[config.mk]
export PLATFORM = sky130hd
export DESIGN_NAME = sio_cfg_port
export DESIGN_NICKNAME = d
export VERILOG_FILES = /design/src/rtl/sio_cfg_pkg.sv /design/src/rtl/sio_unlock_fsm.sv /design/src/rtl/sio_gpio_bank.sv /design/src/rtl/sio_cfg_port.sv
export SDC_FILE = /design/constraint.sdc
export NUM_CORES = 1
export LEC_CHECK = 0
export CORE_MARGIN = 4
export CORE_UTILIZATION = 50
export DETAILED_ROUTE_END_ITERATION = 8
export GPL_ROUTABILITY_DRIVEN = 0
export PLACE_DENSITY = 0.87
export SETUP_SLACK_MARGIN = 0.5
export SLEW_MARGIN = 30
export SYNTH_ARGS = -nofsm -noshare
export SYNTH_HDL_FRONTEND = slang
export SYNTH_SLANG_ARGS = --single-unit
[constraint.sdc]
create_clock -name clk -period 8.1 [get_ports clk]
set_input_delay 1.215 -clock clk [delete_from_list [all_inputs] [get_ports clk]]
set_output_delay 1.215 -clock clk [all_outputs]
set_load 0.03 [all_outputs]
[src/rtl/sio_cfg_pkg.sv]
package sio_cfg_pkg;

  typedef enum logic [2:0] {
    UL_IDLE,
    UL_K1,
    UL_K2,
    UL_K3,
    UL_OPEN
  } unlock_st_e;

  localparam logic [7:0] REG_EXIT    = 8'h02;
  localparam logic [7:0] REG_LDN     = 8'h07;
  localparam logic [7:0] REG_ID_HI   = 8'h20;
  localparam logic [7:0] REG_ID_LO   = 8'h21;
  localparam logic [7:0] REG_REV     = 8'h22;
  localparam logic [7:0] REG_BASE_HI = 8'h62;
  localparam logic [7:0] REG_BASE_LO = 8'h63;
  localparam logic [7:0] REG_SIMPLE0 = 8'hC0;
  localparam logic [7:0] REG_OE0     = 8'hC8;
  localparam logic [7:0] LDN_GPIO    = 8'h07;
  localparam logic [7:0] EXIT_VALUE  = 8'h02;
  localparam logic [7:0] KEY_FIRST   = 8'h87;

  // Expected key byte for each step of the unlock sequence.
  function automatic logic [7:0] key_at(input unlock_st_e st);
    case (st)
      UL_IDLE: key_at = 8'h87;
      UL_K1:   key_at = 8'h01;
      default: key_at = 8'h55;
    endcase
  endfunction

endpackage

[src/rtl/sio_unlock_fsm.sv]
module sio_unlock_fsm
  import sio_cfg_pkg::*;
(
  input  logic       clk,
  input  logic       rst,
  input  logic       key_wr,
  input  logic [7:0] key_byte,
  input  logic       exit_req,
  output logic       unlocked
);

  unlock_st_e st_q;

  always_ff @(posedge clk) begin
    if (rst) begin
      st_q <= UL_IDLE;
    end else if (st_q == UL_OPEN) begin
      if (exit_req) st_q <= UL_IDLE;
    end else if (key_wr) begin
      if (key_byte == key_at(st_q)) begin
        case (st_q)
          UL_IDLE: st_q <= UL_K1;
          UL_K1:   st_q <= UL_K2;
          UL_K2:   st_q <= UL_K3;
          default: st_q <= UL_OPEN;
        endcase
      end else if (key_byte == KEY_FIRST) begin
        st_q <= UL_K1;
      end else begin
        st_q <= UL_IDLE;
      end
    end
  end

  assign unlocked = (st_q == UL_OPEN);

endmodule

[src/rtl/sio_gpio_bank.sv]
module sio_gpio_bank
  import sio_cfg_pkg::*;
#(
  parameter int NUM_GROUPS = 8,
  parameter int NUM_SIMPLE = 5
) (
  input  logic                    clk,
  input  logic                    rst,
  input  logic                    wr_en,
  input  logic [7:0]              reg_addr,
  input  logic [7:0]              wdata,
  output logic [7:0]              rdata,
  output logic [15:0]             base_o,
  output logic [NUM_GROUPS*8-1:0] oe_o,
  output logic [NUM_SIMPLE*8-1:0] simple_o
);

  logic [7:0] base_hi_q, base_lo_q;
  logic [7:0] oe_q     [NUM_GROUPS];
  logic [7:0] simple_q [NUM_SIMPLE];

  always_ff @(posedge clk) begin
    if (rst) begin
      base_hi_q <= '0;
      base_lo_q <= '0;
      for (int g = 0; g < NUM_GROUPS; g++) oe_q[g] <= '0;
      for (int g = 0; g < NUM_SIMPLE; g++) simple_q[g] <= '0;
    end else if (wr_en) begin
      if (reg_addr == REG_BASE_HI) base_hi_q <= wdata;
      if (reg_addr == REG_BASE_LO) base_lo_q <= wdata;
      for (int g = 0; g < NUM_GROUPS; g++)
        if (reg_addr == REG_OE0 + 8'(g)) oe_q[g] <= wdata;
      for (int g = 0; g < NUM_SIMPLE; g++)
        if (reg_addr == REG_SIMPLE0 + 8'(g)) simple_q[g] <= wdata;
    end
  end

  always_comb begin
    rdata = '0;
    if (reg_addr == REG_BASE_HI) rdata = base_hi_q;
    if (reg_addr == REG_BASE_LO) rdata = base_lo_q;
    for (int g = 0; g < NUM_GROUPS; g++)
      if (reg_addr == REG_OE0 + 8'(g)) rdata = oe_q[g];
    for (int g = 0; g < NUM_SIMPLE; g++)
      if (reg_addr == REG_SIMPLE0 + 8'(g)) rdata = simple_q[g];
  end

  assign base_o = {base_hi_q, base_lo_q};

  for (genvar g = 0; g < NUM_GROUPS; g++) begin : g_oe_out
    assign oe_o[g*8 +: 8] = oe_q[g];
  end
  for (genvar g = 0; g < NUM_SIMPLE; g++) begin : g_simple_out
    assign simple_o[g*8 +: 8] = simple_q[g];
  end

endmodule

[src/rtl/sio_cfg_port.sv]
module sio_cfg_port
  import sio_cfg_pkg::*;
#(
  parameter int              ADDR_W     = 16,
  parameter logic [15:0]     CHIP_ID    = 16'h8728,
  parameter logic [3:0]      CHIP_REV   = 4'h3,
  parameter int              NUM_GROUPS = 8,
  parameter int              NUM_SIMPLE = 5,
  parameter logic [ADDR_W-1:0] INDEX_ADDR = ADDR_W'(16'h002E),
  parameter logic [ADDR_W-1:0] DATA_ADDR  = ADDR_W'(16'h002F)
) (
  input  logic                    clk,
  input  logic                    rst,
  input  logic                    io_wr,
  input  logic                    io_rd,
  input  logic [ADDR_W-1:0]       io_addr,
  input  logic [7:0]              io_wdata,
  output logic [7:0]              io_rdata,
  output logic                    io_rvalid,
  output logic                    cfg_mode,
  output logic [15:0]             gpio_base,
  output logic [NUM_GROUPS*8-1:0] gpio_oe,
  output logic [NUM_SIMPLE*8-1:0] gpio_simple
);

  logic       hit_idx, hit_dat;
  logic       idx_wr, dat_wr, exit_req, bank_wr, gpio_sel;
  logic [7:0] index_q, ldn_q, bank_rdata, rd_mux;

  assign hit_idx  = (io_addr == INDEX_ADDR);
  assign hit_dat  = (io_addr == DATA_ADDR);
  assign idx_wr   = io_wr && hit_idx;
  assign dat_wr   = io_wr && hit_dat && cfg_mode;
  assign gpio_sel = (ldn_q == LDN_GPIO);
  assign exit_req = dat_wr && (index_q == REG_EXIT) && (io_wdata == EXIT_VALUE);
  assign bank_wr  = dat_wr && gpio_sel;

  sio_unlock_fsm u_unlock (
    .clk      (clk),
    .rst      (rst),
    .key_wr   (idx_wr && !cfg_mode),
    .key_byte (io_wdata),
    .exit_req (exit_req),
    .unlocked (cfg_mode)
  );

  always_ff @(posedge clk) begin
    if (rst) begin
      index_q <= '0;
      ldn_q   <= '0;
    end else begin
      if (idx_wr && cfg_mode) index_q <= io_wdata;
      if (dat_wr && index_q == REG_LDN) ldn_q <= io_wdata;
    end
  end

  sio_gpio_bank #(
    .NUM_GROUPS (NUM_GROUPS),
    .NUM_SIMPLE (NUM_SIMPLE)
  ) u_gpio_bank (
    .clk      (clk),
    .rst      (rst),
    .wr_en    (bank_wr),
    .reg_addr (index_q),
    .wdata    (io_wdata),
    .rdata    (bank_rdata),
    .base_o   (gpio_base),
    .oe_o     (gpio_oe),
    .simple_o (gpio_simple)
  );

  always_comb begin
    rd_mux = 8'hFF;
    if (hit_idx) begin
      rd_mux = cfg_mode ? index_q : 8'hFF;
    end else if (hit_dat && cfg_mode) begin
      case (index_q)
        REG_LDN:   rd_mux = ldn_q;
        REG_ID_HI: rd_mux = CHIP_ID[15:8];
        REG_ID_LO: rd_mux = CHIP_ID[7:0];
        REG_REV:   rd_mux = {4'h0, CHIP_REV};
        default:   rd_mux = gpio_sel ? bank_rdata : 8'h00;
      endcase
    end
  end

  always_ff @(posedge clk) begin
    if (rst) begin
      io_rdata  <= '0;
      io_rvalid <= 1'b0;
    end else begin
      io_rvalid <= io_rd && (hit_idx || hit_dat);
      if (io_rd) io_rdata <= rd_mux;
    end
  end

endmodule

# Yosys cells after proc, flatten, opt, wreduce, memory -nomap -nowiden
# Memories as Yosys holds them, arrays and structs flattened.
# Index checks and enable logic that the tools add are counted.
[totals] out_inout_bits=130 inputBits=28 elab_cells=167 ramBits=104 mem_count=2 reg_bits=44
[classes] n_eq_ne=30 n_bitwise=13 n_mux=97 n_reduce_logical=18
[mem_list] memory="u_gpio_bank.oe_q" depth=8 width=8 rd=8 rd_ports_with_merged_regs=0 write_ports=8 line_no="sio_gpio_bank.sv:19" rtl="logic [7:0] oe_q [NUM_GROUPS];"
[mem_list] memory="u_gpio_bank.simple_q" depth=5 width=8 rd=5 rd_ports_with_merged_regs=0 write_ports=5 line_no="sio_gpio_bank.sv:20" rtl="logic [7:0] simple_q [NUM_SIMPLE];"
[ops] cell="8-bit two-way mux" count=35
[ops] cell="8-bit == test, second input constant" count=14
[ops] cell="1-bit two-way mux" count=55
[ops] cell="16-bit by 6-bit == test with 1-bit output, second input constant" count=2
[ops] cell="8-bit case mux with 4 select lines" count=1
[ops] cell="8-bit by 6-bit == test with 1-bit output, second input constant" count=3
[ops] cell="8-bit by 2-bit == test with 1-bit output, second input constant" count=2
[ops] cell="8-bit by 3-bit == test with 1-bit output, second input constant" count=2
[ops] cell="8-bit by 7-bit == test with 1-bit output, second input constant" count=2
[ops] cell="8-bit case mux with 2 select lines" count=1
[ops] cell="1-bit OR" count=13
[ops] cell="3-bit two-way mux" count=4
[ops] cell="1-bit logical AND" count=11
[ops] cell="3-bit case mux with 3 select lines" count=1
[ops] cell="8-bit == test" count=1
[ops] cell="2-bit AND reduction" count=3
[ops] cell="3-bit by 1-bit == test with 1-bit output, second input constant" count=1
[ops] cell="3-bit by 2-bit == test with 1-bit output, second input constant" count=1
[ops] cell="3-bit == test, second input constant" count=1
[ops] cell="3-bit zero test" count=1
[ops] cell="2-bit by 1-bit inequality test with 1-bit output, second input constant" count=1
[ops] cell="2-bit nonzero test" count=1
[ops] cell="1-bit zero test" count=1
[ops] cell="1-bit logical OR" count=1

# Longest topological paths before layout
[logic_depth] word_depth=20 depth_mapped=9 depth_no_buf=7

# Cells and area by module
# Synthesis repeated with hierarchy kept, for this count alone.
[unflattened] hier_cells=659 area_unflattened_um2=7226.9
[modules_own_cells] mod="sio_gpio_bank" cells_each=485 instances=1 area_each_um2=5729.2 seq_area_each_um2=3443.3
[modules_own_cells] mod="sio_cfg_port" cells_each=142 instances=1 area_each_um2=1228.7 seq_area_each_um2=500.5
[modules_own_cells] mod="sio_unlock_fsm" cells_each=32 instances=1 area_each_um2=269.0 seq_area_each_um2=60.1

# Worst setup path before layout
# No wires, ideal clock.
[synth_timing] kind="input-to-reg" startpoint="in io_addr[10]" endpoint="mem u_gpio_bank.oe_q[6][0], in the netlist u_gpio_bank.oe_q[1][16], enable pin" setup_ps=331 path_buffers=3 setup_slack_ps=4552 required_ps=7769 arrival_ps=3218 cell_stages=8 cell_sequence="or4b_1 -> nor4_4 -> and3_4 -> and3_1 -> buf_4 -> buf_6 -> buf_6 -> a31o_1"
[synth_lines] element="start: declaration" line_no="sio_cfg_port.sv:16" rtl="input logic [ADDR_W-1:0] io_addr,"
[synth_lines] element="end: declaration" line_no="sio_gpio_bank.sv:19"

==> out/results.tsv <==
metric	value	unit
hold_class	reg2reg	
port_buffers	157	
clk_path_buf_depth	2	
ir_drop	0.169	mV
ctsHtreeMaxLevel	4	
fmax	0.241	GHz
reg2reg_slack	5.07	ns
drt_iter0_markers	1047	
p_leak	3.31	nW
rows	43	
cellPowerDensity	191	mW/mm²
r2r_end	io_rdata[7]	
first_global_vias	6097	
worst_pin_slew	0.779	ns
max_cap_viol_count	0	
post_dp_cell_area	0.00884	mm²
grt.overflow.total	0	
fin_crit	4.14	ns
clock_latency	0.43	ns
postLayoutCellArea	0.00940	mm²
post_cts_buffers	0	
worst_path_max_delay_cell	or4b_1	
reg2reg_depth	9	
status	finished clean	
n_antenna_cell	0	
grt_max_degree	67	
critPathKind	in2reg	
drt_wl_total	23700	µm
io_pins	158	
syn_inst	673	
slew_headroom	0.480	
setup_viol	0	
grt_pass1_wl	35400	µm
worst_ep_arrival_time	4.22	ns
cts_root_buffer	clkbuf_16	
hold_viol_final	0	
tritoncts	done	
antenna_found_initial	0	
period_share	0.511	
die-area	0.0164	mm²
clk_pin_slew	0.06	ns
drv_slew	0	
syn2layout_area_growth	30.0	%
crit_start	io_addr[10]	
seq_area_frac_synth	0.554	
async_reset_ff_frac	0	
final_nets	834	
syn_area_per_cell	10.7	µm²
worstPathCellList	clkdlybuf4s50_1 -> or4b_1 -> nor4_4 -> and3_4 -> and3_2 -> nand3_2 -> nand2b_1	
cts_resized	0	
drc_errors	0	
drive_gt1_frac	0.0855	
rsz0062_at_grt	no	
die_h	128	µm
cp_max_fo	22	
cts-buffers-inserted	17	
dp.final_hpwl	16600	µm
synth-seq-cells	148	
die_x	128	µm
drt_first_pass_iters	6	
initial_core_util	0.515	
hold_path_depth	2	
synth-edff-count	104	
synth_fp_nets	701	
cts_num_sinks	148	
drt-wirelength-per-cell	23.8	µm
crit_required	8.18	ns
fin_tns_setup	0	ns
yosys_warnings	0	
max_stage_delay	0.58	ns
synth_cell_types	72	
synth_top_flop_cell	edfxtp_1	
avgViaCountPerCell	6.49	
critPathLaunchType	input port	
core	0.0140	mm²
r2r-start	index_q[0]	
syn_area	0.00723	mm²
vias	6486	
holdBufCountCts	0	
track_usage	0.285	
crit_end	u_gpio_bank.oe_q[1][15]	
endpoint_kind	flop	
antenna_left	0	
clock_skew	0.00870	ns
[cells by family after synthesis]
logic type	synth area share
AND/OR/NAND/NOR	0.203
AO/OA/AOI/OAI	0.149
flip-flops	0.554
buffers and inverters	0.0379
multiplexers	0.0542
XOR/XNOR	0.00121
[cell type report]
type / count / area [µm²]
fill: 1023 / 4650
sequential: 148 / 4010
multi-input combinational: 462 / 2960
timing repair buffer: 162 / 1600
clock buffer: 19 / 433
tap: 180 / 225
clock inverter: 13 / 111
inverter: 15 / 56.3
[worst min path at each step]
| stage | slack [ns] | from | end |
|---|---|---|---|
| 5_1_grt | 0.51 | io_rdata[7] | io_rdata[7] |
| 2_1_floorplan | 0.47 | ldn_q[7] | ldn_q[7] |
| 6_report | 0.49 | io_rdata[7] | io_rdata[7] |
| 3_5_place_dp | 0.48 | io_rdata[7] | io_rdata[7] |
| 3_3_place_gp | 0.48 | io_rdata[7] | io_rdata[7] |
| 4_1_cts | 0.49 | io_rdata[7] | io_rdata[7] |
[critical path: cells and delay by family]
kind / cells / cell delay (ns)
buf+inv: 1 / 0.41
simple gates: 6 / 2.57
[metal layers]
metal  wire [µm]  up-vias  GRT usage
met1        8620     3003      0.383
met5           0        -          0
met2       10800      609      0.438
met4        1020        0      0.115
met3        3260       96     0.0750
li1            -     2778          -
[through the flow]
| step | hold slack (ns) | std cells | power, mW | util | setup WS (ns) |
|---|---|---|---|---|---|
| finish | 0.492 | 999 | 1.79 | 0.669 | 3.96 |
| global route | 0.512 | 999 | 1.84 | 0.669 | 3.88 |
| CTS | 0.490 | 999 | 1.80 | 0.668 | 4.02 |
| detailed placement | 0.482 | 967 | 1.08 | 0.630 | 3.59 |
| global placement | 0.480 | 967 | 1.08 | 0.629 | 3.29 |
| floorplan | 0.474 | 673 | 0.974 | - | 4.55 |
[registers in the layout, summed over array words and instances, names as in the netlist]
name,cells
io_rvalid,1
u_gpio_bank.base_lo_q,8
u_gpio_bank.oe_q,64
u_gpio_bank.base_hi_q,8
index_q,8
ldn_q,8
io_rdata,8
u_unlock.st_q,3
u_gpio_bank.simple_q,40
[layout by cell type, fill, tap and decap left out, types with 3 or more instances in the layout]
master	n
nor2b_1	5
a211oi_1	5
a221oi_1	8
o21ai_0	30
nor3_1	12
a222oi_1	3
mux2i_1	38
buf_4	5
nand4_1	3
nand2b_1	20
edfxtp_1	104
and3_1	18
nand3b_1	17
a21oi_1	35
a211o_1	3
nand3_1	12
clkinvlp_4	6
nor2_1	106
o21ai_2	8
a22oi_1	6
dfxtp_1	43
and2_1	4
a21o_1	11
a31oi_1	4
nor4_1	4
nand2_1	23
clkdlybuf4s50_1	156
a221o_1	7
o22ai_1	5
or4_1	3
o221ai_1	3
clkbuf_16	17
inv_1	15
o21ai_1	11
a22o_1	7
[where the power goes]
group	internal [mW]	switching [mW]
clock	0.419	0.308
combinational	0.0748	0.120
sequential	0.842	0.0289
total	1.34	0.457
[cells in the mapped netlist, types with 8 or more instances]
library cell / n / share of area
nand2_1: 23 / 0.012
dfxtp_1: 44 / 0.12
o21ai_1: 11 / 0.0076
nor2_1: 106 / 0.055
clkbuf_1: 35 / 0.018
and3_1: 19 / 0.016
nand3b_1: 17 / 0.018
inv_1: 15 / 0.0078
nor3_1: 13 / 0.0090
a21o_1: 11 / 0.011
nand3_1: 12 / 0.0083
nand2b_1: 20 / 0.017
edfxtp_1: 104 / 0.43
o21ai_2: 8 / 0.0097
o21ai_0: 30 / 0.021
a221oi_1: 8 / 0.0097
a21oi_1: 35 / 0.024
mux2i_1: 38 / 0.053
Note: power is estimated with default switching activity, not from simulation.
